==> src/rtl/tlb_victim_sel_pkg.sv <==
package tlb_victim_sel_pkg;
  typedef enum logic [1:0] {
    ST_IDLE = 2'd0,
    ST_WALK = 2'd1,
    ST_HOLD = 2'd2
  } sel_state_e;
endpackage

==> src/rtl/tlbv_first_free.sv <==
module tlbv_first_free #(
  parameter int N   = 8,
  parameter int W   = $clog2(N)
) (
  input  logic [N-1:0] empty_vec,
  output logic         any_empty,
  output logic [W-1:0] first_idx
);
  // lowest index wins: scan downward so the last hit is the smallest
  always_comb begin
    first_idx = '0;
    for (int i = N - 1; i >= 0; i--) begin
      if (empty_vec[i]) first_idx = W'(i);
    end
  end
  assign any_empty = |empty_vec;
endmodule

==> src/rtl/tlbv_status.sv <==
module tlbv_status #(
  parameter int N     = 8,
  parameter int W     = $clog2(N),
  parameter int CW    = $clog2(N + 1)
) (
  input  logic          clk,
  input  logic          rst_n,
  input  logic          fill_en,
  input  logic [W-1:0]  fill_idx,
  input  logic          fill_lock,
  input  logic          mark_en,
  input  logic [W-1:0]  mark_idx,
  input  logic          inval_en,
  input  logic [W-1:0]  inval_idx,
  output logic [N-1:0]  valid_vec,
  output logic [N-1:0]  lock_vec,
  output logic [CW-1:0] used_cnt
);
  logic [N-1:0] valid_q, used_q, lock_q;
  logic [CW-1:0] cnt_q;
  logic do_inv, do_mark;

  // one update per cycle: fill, then invalidate, then mark
  assign do_inv  = inval_en && !fill_en;
  assign do_mark = mark_en && !fill_en && !inval_en;

  always_ff @(posedge clk) begin
    if (!rst_n) begin
      valid_q <= '0;
      used_q  <= '0;
      lock_q  <= '0;
      cnt_q   <= '0;
    end else if (fill_en) begin
      valid_q[fill_idx] <= 1'b1;
      used_q[fill_idx]  <= 1'b0;
      lock_q[fill_idx]  <= fill_lock;
      if (used_q[fill_idx]) cnt_q <= cnt_q - 1'b1;
    end else if (do_inv) begin
      valid_q[inval_idx] <= 1'b0;
      used_q[inval_idx]  <= 1'b0;
      lock_q[inval_idx]  <= 1'b0;
      if (used_q[inval_idx]) cnt_q <= cnt_q - 1'b1;
    end else if (do_mark && valid_q[mark_idx] && !used_q[mark_idx]) begin
      used_q[mark_idx] <= 1'b1;
      cnt_q <= cnt_q + 1'b1;
    end
  end

  assign valid_vec = valid_q;
  assign lock_vec  = lock_q;
  assign used_cnt  = cnt_q;

  // counter tracks the referenced bits
  assert_count_tracks_R9: assert property (@(posedge clk) disable iff (!rst_n)
    cnt_q == CW'($countones(used_q)));
  // referenced only on present slots
  assert_used_implies_valid_R9: assert property (@(posedge clk) disable iff (!rst_n)
    (used_q & ~valid_q) == '0);
  // a fill-cycle invalidate leaves the filled state intact
  assert_fill_wins_R12: assert property (@(posedge clk) disable iff (!rst_n)
    (fill_en && inval_en) |=> valid_q[$past(fill_idx)]);
endmodule

==> src/rtl/tlbv_walker.sv <==
module tlbv_walker
  import tlb_victim_sel_pkg::*;
#(
  parameter int N = 8,
  parameter int W = $clog2(N)
) (
  input  logic         clk,
  input  logic         rst_n,
  input  logic         req_valid,
  output logic         req_ready,
  input  logic         req_has_idx,
  input  logic [W-1:0] req_idx,
  input  logic         req_lock,
  input  logic         any_empty,
  input  logic [W-1:0] empty_idx,
  input  logic [N-1:0] lock_vec,
  output logic         res_valid,
  input  logic         res_ready,
  output logic [W-1:0] res_idx,
  output logic         fill_en,
  output logic         fill_lock
);
  localparam logic [W-1:0] TOP_IDX = W'(N - 1);

  sel_state_e   state_q;
  logic [W-1:0] cursor_q, last_q, pick_q;
  logic         lock_q;

  function automatic logic [W-1:0] step(input logic [W-1:0] i);
    return (i == TOP_IDX) ? '0 : i + 1'b1;
  endfunction

  always_ff @(posedge clk) begin
    if (!rst_n) begin
      state_q  <= ST_IDLE;
      cursor_q <= '0;
      last_q   <= TOP_IDX;
      pick_q   <= '0;
      lock_q   <= 1'b0;
    end else begin
      unique case (state_q)
        ST_IDLE: if (req_valid) begin
          lock_q <= req_lock;
          if (req_has_idx) begin
            pick_q  <= req_idx;
            state_q <= ST_HOLD;
          end else if (any_empty) begin
            pick_q  <= empty_idx;
            state_q <= ST_HOLD;
          end else begin
            cursor_q <= step(last_q);
            state_q  <= ST_WALK;
          end
        end
        ST_WALK: begin
          if (cursor_q == last_q) begin
            pick_q  <= TOP_IDX;
            state_q <= ST_HOLD;
          end else if (!lock_vec[cursor_q]) begin
            pick_q  <= cursor_q;
            last_q  <= cursor_q;
            state_q <= ST_HOLD;
          end else begin
            cursor_q <= step(cursor_q);
          end
        end
        ST_HOLD: if (res_ready) state_q <= ST_IDLE;
        default: state_q <= ST_IDLE;
      endcase
    end
  end

  assign req_ready = (state_q == ST_IDLE);
  assign res_valid = (state_q == ST_HOLD);
  assign res_idx   = pick_q;
  assign fill_en   = res_valid && res_ready;
  assign fill_lock = lock_q;

  // result held under back-pressure
  assert_hold_stable_R7: assert property (@(posedge clk) disable iff (!rst_n)
    (res_valid && !res_ready) |=> (res_valid && $stable(res_idx)));
  // no acceptance while a result is pending
  assert_one_in_flight_R7: assert property (@(posedge clk) disable iff (!rst_n)
    !(req_ready && res_valid));
  // cursor moves only onto the slot being returned
  assert_cursor_move_R6: assert property (@(posedge clk) disable iff (!rst_n)
    (last_q != $past(last_q)) |-> (res_valid && res_idx == last_q));
  // walk back at cursor gives the fallback slot, cursor kept
  assert_fallback_R5: assert property (@(posedge clk) disable iff (!rst_n)
    (state_q == ST_WALK && cursor_q == last_q) |=> (res_idx == TOP_IDX && $stable(last_q)));
endmodule

==> src/rtl/tlb_victim_sel.sv <==
module tlb_victim_sel #(
  parameter int ENTRIES = 8,
  parameter int IDX_W   = $clog2(ENTRIES),
  parameter int CNT_W   = $clog2(ENTRIES + 1)
) (
  input  logic               clk,
  input  logic               rst_n,
  input  logic               req_valid,
  output logic               req_ready,
  input  logic               req_has_idx,
  input  logic [IDX_W-1:0]   req_idx,
  input  logic               req_lock,
  output logic               res_valid,
  input  logic               res_ready,
  output logic [IDX_W-1:0]   res_idx,
  input  logic               mark_en,
  input  logic [IDX_W-1:0]   mark_idx,
  input  logic               inval_en,
  input  logic [IDX_W-1:0]   inval_idx,
  output logic [ENTRIES-1:0] valid_mask,
  output logic [CNT_W-1:0]   used_count
);
  logic [ENTRIES-1:0] valid_vec, lock_vec;
  logic               any_empty, fill_en, fill_lock;
  logic [IDX_W-1:0]   empty_idx;

  tlbv_first_free #(.N(ENTRIES), .W(IDX_W)) u_free (
    .empty_vec (~valid_vec),
    .any_empty (any_empty),
    .first_idx (empty_idx)
  );

  tlbv_walker #(.N(ENTRIES), .W(IDX_W)) u_walk (
    .clk         (clk),
    .rst_n       (rst_n),
    .req_valid   (req_valid),
    .req_ready   (req_ready),
    .req_has_idx (req_has_idx),
    .req_idx     (req_idx),
    .req_lock    (req_lock),
    .any_empty   (any_empty),
    .empty_idx   (empty_idx),
    .lock_vec    (lock_vec),
    .res_valid   (res_valid),
    .res_ready   (res_ready),
    .res_idx     (res_idx),
    .fill_en     (fill_en),
    .fill_lock   (fill_lock)
  );

  tlbv_status #(.N(ENTRIES), .W(IDX_W), .CW(CNT_W)) u_stat (
    .clk       (clk),
    .rst_n     (rst_n),
    .fill_en   (fill_en),
    .fill_idx  (res_idx),
    .fill_lock (fill_lock),
    .mark_en   (mark_en),
    .mark_idx  (mark_idx),
    .inval_en  (inval_en),
    .inval_idx (inval_idx),
    .valid_vec (valid_vec),
    .lock_vec  (lock_vec),
    .used_cnt  (used_count)
  );

  assign valid_mask = valid_vec;
endmodule

==> config.mk <==
export PLATFORM = sky130hd
export DESIGN_NAME = tlb_victim_sel
export DESIGN_NICKNAME = d
export VERILOG_FILES = /design/src/rtl/tlb_victim_sel_pkg.sv /design/src/rtl/tlbv_first_free.sv /design/src/rtl/tlbv_status.sv /design/src/rtl/tlbv_walker.sv /design/src/rtl/tlb_victim_sel.sv
export SDC_FILE = /design/constraint.sdc
export NUM_CORES = 1
export LEC_CHECK = 0
export ABC_AREA = 1
export CORE_MARGIN = 2
export CORE_UTILIZATION = 25
export DETAILED_ROUTE_END_ITERATION = 8
export REMOVE_ABC_BUFFERS = 1
export SETUP_SLACK_MARGIN = 0.1
export SYNTH_ARGS = -nofsm -noshare
export SYNTH_HDL_FRONTEND = slang
export SYNTH_SLANG_ARGS = --single-unit
export TNS_END_PERCENT = 50
==> constraint.sdc <==
create_clock -name clk -period 2.65 [get_ports clk]
set_input_delay 0.53 -clock clk [delete_from_list [all_inputs] [get_ports clk]]
set_output_delay 0.53 -clock clk [all_outputs]
set_load 0.03 [all_outputs]
==> results by group, run 1 <==
CTS
  • Post-CTS clock slew at the launch and capture registers of the worst setup and hold paths: ~0.08 ns
  • Maximum level of the CTS H-tree: 2
  • Post-CTS resize count: 0
  • Number of CTS-inserted buffers: 5
  • Post-CTS Setup Bufs: 0
  • Sink Count: 40
  • Clock Path Buffers: 2
  • Cell chosen for the clock root: clkbuf_8
  • Later-pin clock latency in the skew report: roughly 0.29 ns
  • Total of hold buffers inserted after clock tree synthesis: 0
  • Clock tree from TritonCTS: done

STA
  • Min Clock Period, post-route: 2.213 ns
  • Final Slew Violations: 0
  • Finish-stage setup viols: 0
  • Crit path setup slack, layout: 0.4368 ns
  • Post-route clock period utilization: 83.52%
  • RSZ-0062 raised after global routing: no
  • Final count of hold timing violations: 0
  • Final setup TNS: 0 ns
  • Worst-case headroom to the max-slew limit: between 50% and 60%
  • FMAX: 0.4518 GHz
  • Final Skew: 0.006896 ns
  • Transition time at the pin with the least slew margin: 0.7176 ns

Floorplan
  • Core ar.: between 10000 and 15000 um2
  • DIE WIDTH: about 110 um
  • Number of rows created at floorplan: 38
  • Number of top-level design ports: 34
  • Die Area: 11690 um2
  • Vertical extent of the die: 108.1 um
  • Initial Utilization: between 20% and 30%

Placed design
  • Count of buffers from port buffering: 33
  • Placed Cells: 587
  • Post-placement setup slack: about 0.31 ns
  • Global placement routability congestion: 0.8860
  • Half-perimeter wire length of the detailed placement result: 5915 um

Routing
  • DRT Pass-1 Iters: 4
  • Count of unresolved DRC violations after routing: 0
  • Total wire length: 7694 um
  • Average wire length per cell after detail routing: 12.93 um
  • Antenna violation net count after detailed routing: 0
  • Routed via count: 2734
  • Vias per cell: 4.595
  • Number of DRC violations after detailed-routing iteration 0: 96

Setup path
  • Worst Reg2Reg Path Length in Cells: 9
  • Crit Reg-Reg Startpoint: u_walk.state_q[0]
  • Setup slack of the worst register-to-register path: 0.91 ns
  • List of cells traversed by the critical path: nor2_1 -> clkdlybuf4s50_1
  • Delay-heaviest family, CP: buffers and inverters
  • Critical Path Sink: req_ready
  • Critical path depth: 2
  • Launching element type of the critical path: flip-flop
  • Capture point of the worst reg-to-reg path: u_walk.state_q[1]
  • Slowest Stage Delay on Critical Path: 0.74 ns
  • Launching element of the worst setup path: u_walk.state_q[1]
  • Critical Path Slowest Stage Cell: clkdlybuf4s50_1
  • Setup CP Type: flip-flop to output port
  • Data arrival time of the worst path: 1.68 ns
  • Crit path buf inv count: 1
  • Critical path endpoint category: output port
  • Largest fanout of any net on the critical path: 5
  • Data required time of the worst path: 2.12 ns

Logic synthesis
  • Post-Synthesis Cell Area: 2710 um2
  • Mux cell area share after synthesis: 0%
  • Synth area leaders: dfxtp_1 30%, nand2_1 19%, nor2_1 6.8%
  • Seq/Total Area, Yosys: 29.55%
  • Number of cells produced by synthesis: 421
  • Mean post-synth cell area: 6.437 um2
  • Cell type with the highest aggregate area in the netlist: dfxtp_1
  • Synth warn: 0
  • Parity-gate share of the synthesized area counting xor and xnor cells: about 1.9%
  • Adder-cell area share of the yosys netlist: 2.770%
  • Dominant combinational cell family by area after synthesis: simple AND/OR/NAND/NOR gates
  • Portion of synthesized cell area occupied by the leading cell type: 29.55%
  • Post-synthesis register bit count: 40
  • Netlist cell types: 34
  • Synth Area in Compound Gates: 10.90%
  • Basic-gate share of the synthesized area counting and, or, nand and nor cells: 44.60%

Global route
  • Total global routing overflow: 0
  • Initial antenna violation count: 0
  • Global-route wire length before repair: roughly 13000 um
  • GR Util All Layers: 13.72%
  • Via count of the first global-routing pass: about 2600
  • Largest net degree at the start of global routing: 22

Layout
  • Antenna diode count: 0
  • Top library cells by usage in the layout, fill and taps aside: 135 x nand2_1, 49 x nor2_1, 40 x dfxtp_1, 36 x inv_1, 35 x nand3_1
  • Post-layout nets: 477
  • Layout area overhead: 20.41%
  • Layout Utilization: roughly 30%
  • Fillers: 1184
  • Fraction of final layout cells with drive strength greater than 1: 12.09%
  • Most frequent standard cell in the layout excluding fill and tap cells: nand2_1
  • Count of non-filler cells in the finished layout: 595

Power and ir drop
  • Peak VDD IR: between 0.15 and 0.2 mV
  • P per Cell Area: roughly 510 nW/um2
  • Leak: roughly 1.3 nW
  • Overall Power: about 1.7 mW

Min path
  • Number of cells traversed by the worst hold path: 2
  • Kind of path behind the tightest hold check: flip-flop to flip-flop

Status
  • Outcome: complete, no violations

Flow run
  • Number of max-cap violations: 0
[Yosys cell counts, drive strengths merged]
library cell and number:
ha 6, nand4 5, o21bai 1, nand2 139, nand3 46, nor2 52, o211ai 4, a211oi 1
clkbuf 2, nand3b 5, nor3 8, inv 46, dfxtp 40, o21ai 16, xnor2 4, nor4 8
a21oi 25, xor2 1, clkinv 2, buf 10
[cells by family after synthesis]
logic type               Yosys count
AO/OA/AOI/OAI                     47
XOR/XNOR                           5
adder cells (fa/ha/maj)            6
buffers and inverters             60
flip-flops                        40
AND/OR/NAND/NOR                  263
[power breakdown]
group / internal, mW / leakage (nW) / switching [mW]
clock: 0.212 / 0.0445 / 0.221
combinational: 0.199 / 0.935 / 0.330
sequential: 0.640 / 0.325 / 0.0687
total: 1.05 / 1.30 / 0.619
[cell type report]
| type | instances | area, um2 | area share [%] |
|---|---|---|---|
| multi-input cells | 321 | 1630 | 49.96 |
| flip-flops and latches | 40 | 800.8 | 24.54 |
| repair buffers | 38 | 367.9 | 11.27 |
| inverters | 48 | 195.2 | 5.982 |
| well taps | 140 | 175.2 | 5.368 |
| clock buffers | 7 | 86.33 | 2.646 |
| clock inverters | 1 | 7.507 | 0.2301 |
[worst min-delay path by stage]
stage | start | to | slack [ns]
after floorplan | u_stat.lock_vec[0] | u_stat.lock_vec[0] | 0.44
after global placement | u_stat.lock_vec[5] | u_stat.lock_vec[5] | 0.46
after detailed placement | u_stat.lock_vec[4] | u_stat.lock_vec[4] | 0.46
after CTS | u_stat.lock_vec[4] | u_stat.lock_vec[4] | 0.47
after global routing | u_stat.lock_vec[3] | u_stat.lock_vec[3] | 0.49
final | u_stat.lock_vec[4] | u_stat.lock_vec[4] | 0.47
[stage by stage]
stage	cell area [um2]	hold slack, ns
2_1_floorplan	2626	0.4390
3_3_place_gp	3169	0.4553
3_5_place_dp	3169	0.4574
4_1_cts	3263	0.4717
5_1_grt	3263	0.4852
6_report	3263	0.4679
[tightest hold or removal path, delay by kind of cell (launching register included)]
family          cells  cell delay [ns]
compound gates      1             0.05
flops               1             0.32
simple gates        1             0.06
[state kept, by name, summed over array words and instances, names as in the netlist]
name and cells:
u_walk.state_q 2, u_stat.lock_vec 8, u_stat.valid_vec 8, u_walk.last_q 3
u_walk.cursor_q 3, u_walk.res_idx 3, u_walk.fill_lock 1, u_stat.used_cnt 4
u_stat.used_q 8
[metal layers]
metal  vias up  share of wire, %  track usage [%]  wire length, um
met3        11               3.6            2.471              277
met1      1255                47            16.98             3617
li1       1424                 -                -                -
met2        44                48            23.99             3672
met4         0               1.6            4.487              126
met5         -                 0                0                0
(Power assumes the default switching activity.)
==> inputs of run 2 (changes only) <==
clock period = 1.79 ns   (was 2.65 ns; I/O delays follow)
==> run 2 against run 1 <==
Net effect: global-route usage grew 0.88 points; sequential power grew 44%; power grew 59%; first-iteration DRC count grew 25%; clock power grew 69%; critical path depth grew 1; utilization grew 3.0 points; clock skew grew 0.00052 ns; combinational power grew 69%; critical endpoint is now res_valid; worst hold slack gained 0.0041 ns.
==> results by group, run 2 (same netlist as run 1, synthesis figures left out) <==
Status
  • Outcome: complete, no violations

Routing
  • Count of unresolved DRC violations after routing: 0
  • Routed via count: 2898
  • Average wire length per cell after detail routing: 12.77 um
  • Total wire length: around 8000 um
  • DRT Pass-1 Iters: 5
  • Uppermost layer routed: met4
  • Antenna violation net count after detailed routing: 0
  • Number of DRC violations after detailed-routing iteration 0: 120
  • Detailed route wirelength on metal3: about 330 um
  • Length of routed wiring on met1: 3634 um
  • Vias per cell: 4.615
  • Met2 wirelength from detailed routing: about 3800 um

CTS
  • Total of hold buffers inserted after clock tree synthesis: 0
  • Later-pin clock latency in the skew report: 0.30 ns
  • Post-CTS clock slew at the launch and capture registers of the worst setup and hold paths: 0.08 ns
  • Sink Count: 40
  • Maximum level of the CTS H-tree: 2
  • Clock Path Buffers: 2
  • Number of CTS-inserted buffers: 5
  • Cell chosen for the clock root: clkbuf_8
  • Clock tree from TritonCTS: done

STA
  • Post-route clock period utilization: 91.22%
  • RSZ-0062 raised after global routing: yes
  • Transition time at the pin with the least slew margin: 0.4273 ns
  • Worst Hold Margin: ~0.47 ns
  • Final Slew Violations: 0
  • Final count of hold timing violations: 0
  • Final setup TNS: 0 ns
  • Crit path setup slack, layout: 0.1571 ns
  • FMAX: 0.6124 GHz
  • Finish-stage setup viols: 0
  • Worst-case headroom to the max-slew limit: 71.25%
  • Min Clock Period, post-route: 1.633 ns
  • Final Skew: 0.007417 ns

Power and ir drop
  • Combinational Power Share: 33.8%
  • Clock network fraction of total power: ~28%
  • Leak: ~1.6 nW
  • Internal Dissipation: 1.706 mW
  • P per Cell Area: 738.7 nW/um2
  • Overall Power: 2.651 mW
  • Switching power: about 0.94 mW
  • Power share of the sequential group: 38.6%
  • Peak VDD IR: roughly 0.30 mV
  • Net Sw Frac: between 30% and 40%

Placed design
  • Count of buffers from port buffering: 33
  • Post-placement setup slack: -0.2448 ns
  • Area after detailed placement: 3415 um2
  • Half-perimeter wire length of the detailed placement result: 6346 um
  • Placed Cells: between 600 and 700
  • Global placement routability congestion: between 0.9 and 1

Global route
  • Initial antenna violation count: 0
  • GR Util All Layers: 14.60%
  • Global-route wire length before repair: about 13000 um
  • Via count of the first global-routing pass: 2890
  • Total global routing overflow: 0
  • Largest net degree at the start of global routing: 22

Layout
  • Layout area overhead: 32.41%
  • Antenna diode count: 0
  • Top library cells by usage in the layout, fill and taps aside: 134 x nand2_1, 48 x nor2_1, 38 x dfxtp_1, 36 x inv_1
  • Layout Utilization: 33.54%
  • Cell area after layout: 3588 um2
  • Count of non-filler cells in the finished layout: ~630
  • Post-layout nets: 510
  • Fraction of final layout cells with drive strength greater than 1: 19.26%
  • Most frequent standard cell in the layout excluding fill and tap cells: nand2_1

Floorplan
  • Number of rows created at floorplan: 38
  • Core ar.: 10700 um2
  • Die Area: 11690 um2
  • Vertical extent of the die: around 110 um
  • Number of top-level design ports: 34
  • DIE WIDTH: 108.1 um
  • Initial Utilization: 25.33%

Setup path
  • Worst Reg2Reg Path Length in Cells: 10
  • Setup CP Type: flip-flop to output port
  • Data required time of the worst path: 1.43 ns
  • Launching element type of the critical path: flip-flop
  • Data arrival time of the worst path: 1.27 ns
  • Largest fanout of any net on the critical path: 4
  • Critical path endpoint category: output port

Flow run
  • Number of max-cap violations: 0

Min path
  • Kind of path behind the tightest hold check: flip-flop to flip-flop
  • Number of cells traversed by the worst hold path: 2
-- run 2: cell count changes in the layout (fill, tap and decap cells not counted), sizes merged --
cell | previous run | this run
buf | 5 | 38
clkdlybuf4s50 | 33 | 14
dlygate4sd2 | 0 | 16
dlymetal6s2s | 0 | 3
bufinv | 0 | 1
clkbuf | 7 | 6
-- run 2: final timing paths --
path / startpoint / end / slack [ns]
hold / removal: u_stat.lock_vec[5] / u_stat.lock_vec[5] / 0.47
setup reg to reg: u_walk.res_idx[0] / u_stat.used_cnt[0] / 0.27
setup / recovery: u_walk.state_q[1] / res_valid / 0.16
hold reg to reg: u_stat.lock_vec[5] / u_stat.lock_vec[5] / 0.47
-- run 2: what timing repair did --
| item | in CTS | in global routing |
|---|---|---|
| endpoints found under the setup margin | 18 | 17 |
| buffers inserted | 0 | 2 |
| gates resized for setup | 17 | 15 |
| pin swaps | 0 | 2 |
-- run 2: layout make-up --
type,instances,area (um2)
inverters,48,198.9
clock inverters,2,35.03
repair buffers,71,623.1
well taps,140,175.2
fillers,1147,7109
multi-input cells,321,1680
flip-flops and latches,40,803.3
clock buffers,6,72.57
-- run 2: critical path: stages (launching register included) --
cell and delay [ns]:
dfxtp_1 0.43, nand2_1 0.10, inv_1 0.06, dlygate4sd2_1 0.39
-- run 2: layer usage --
layer	up-vias	GRT usage, %
li1	1495	-
met1	1311	18.10
met2	77	25.43
met3	15	1.748
met4	0	6.227
met5	-	0
-- run 2: power groups by stage --
stage | combinational (mW) | sequential, mW | clock (mW)
2_1_floorplan | 0.459 | 1.11 | 0
3_3_place_gp | 0.876 | 1.04 | 0
3_5_place_dp | 0.886 | 1.04 | 0
4_1_cts | 0.870 | 1.02 | 0.750
5_1_grt | 0.994 | 1.03 | 0.783
6_report | 0.895 | 1.02 | 0.732
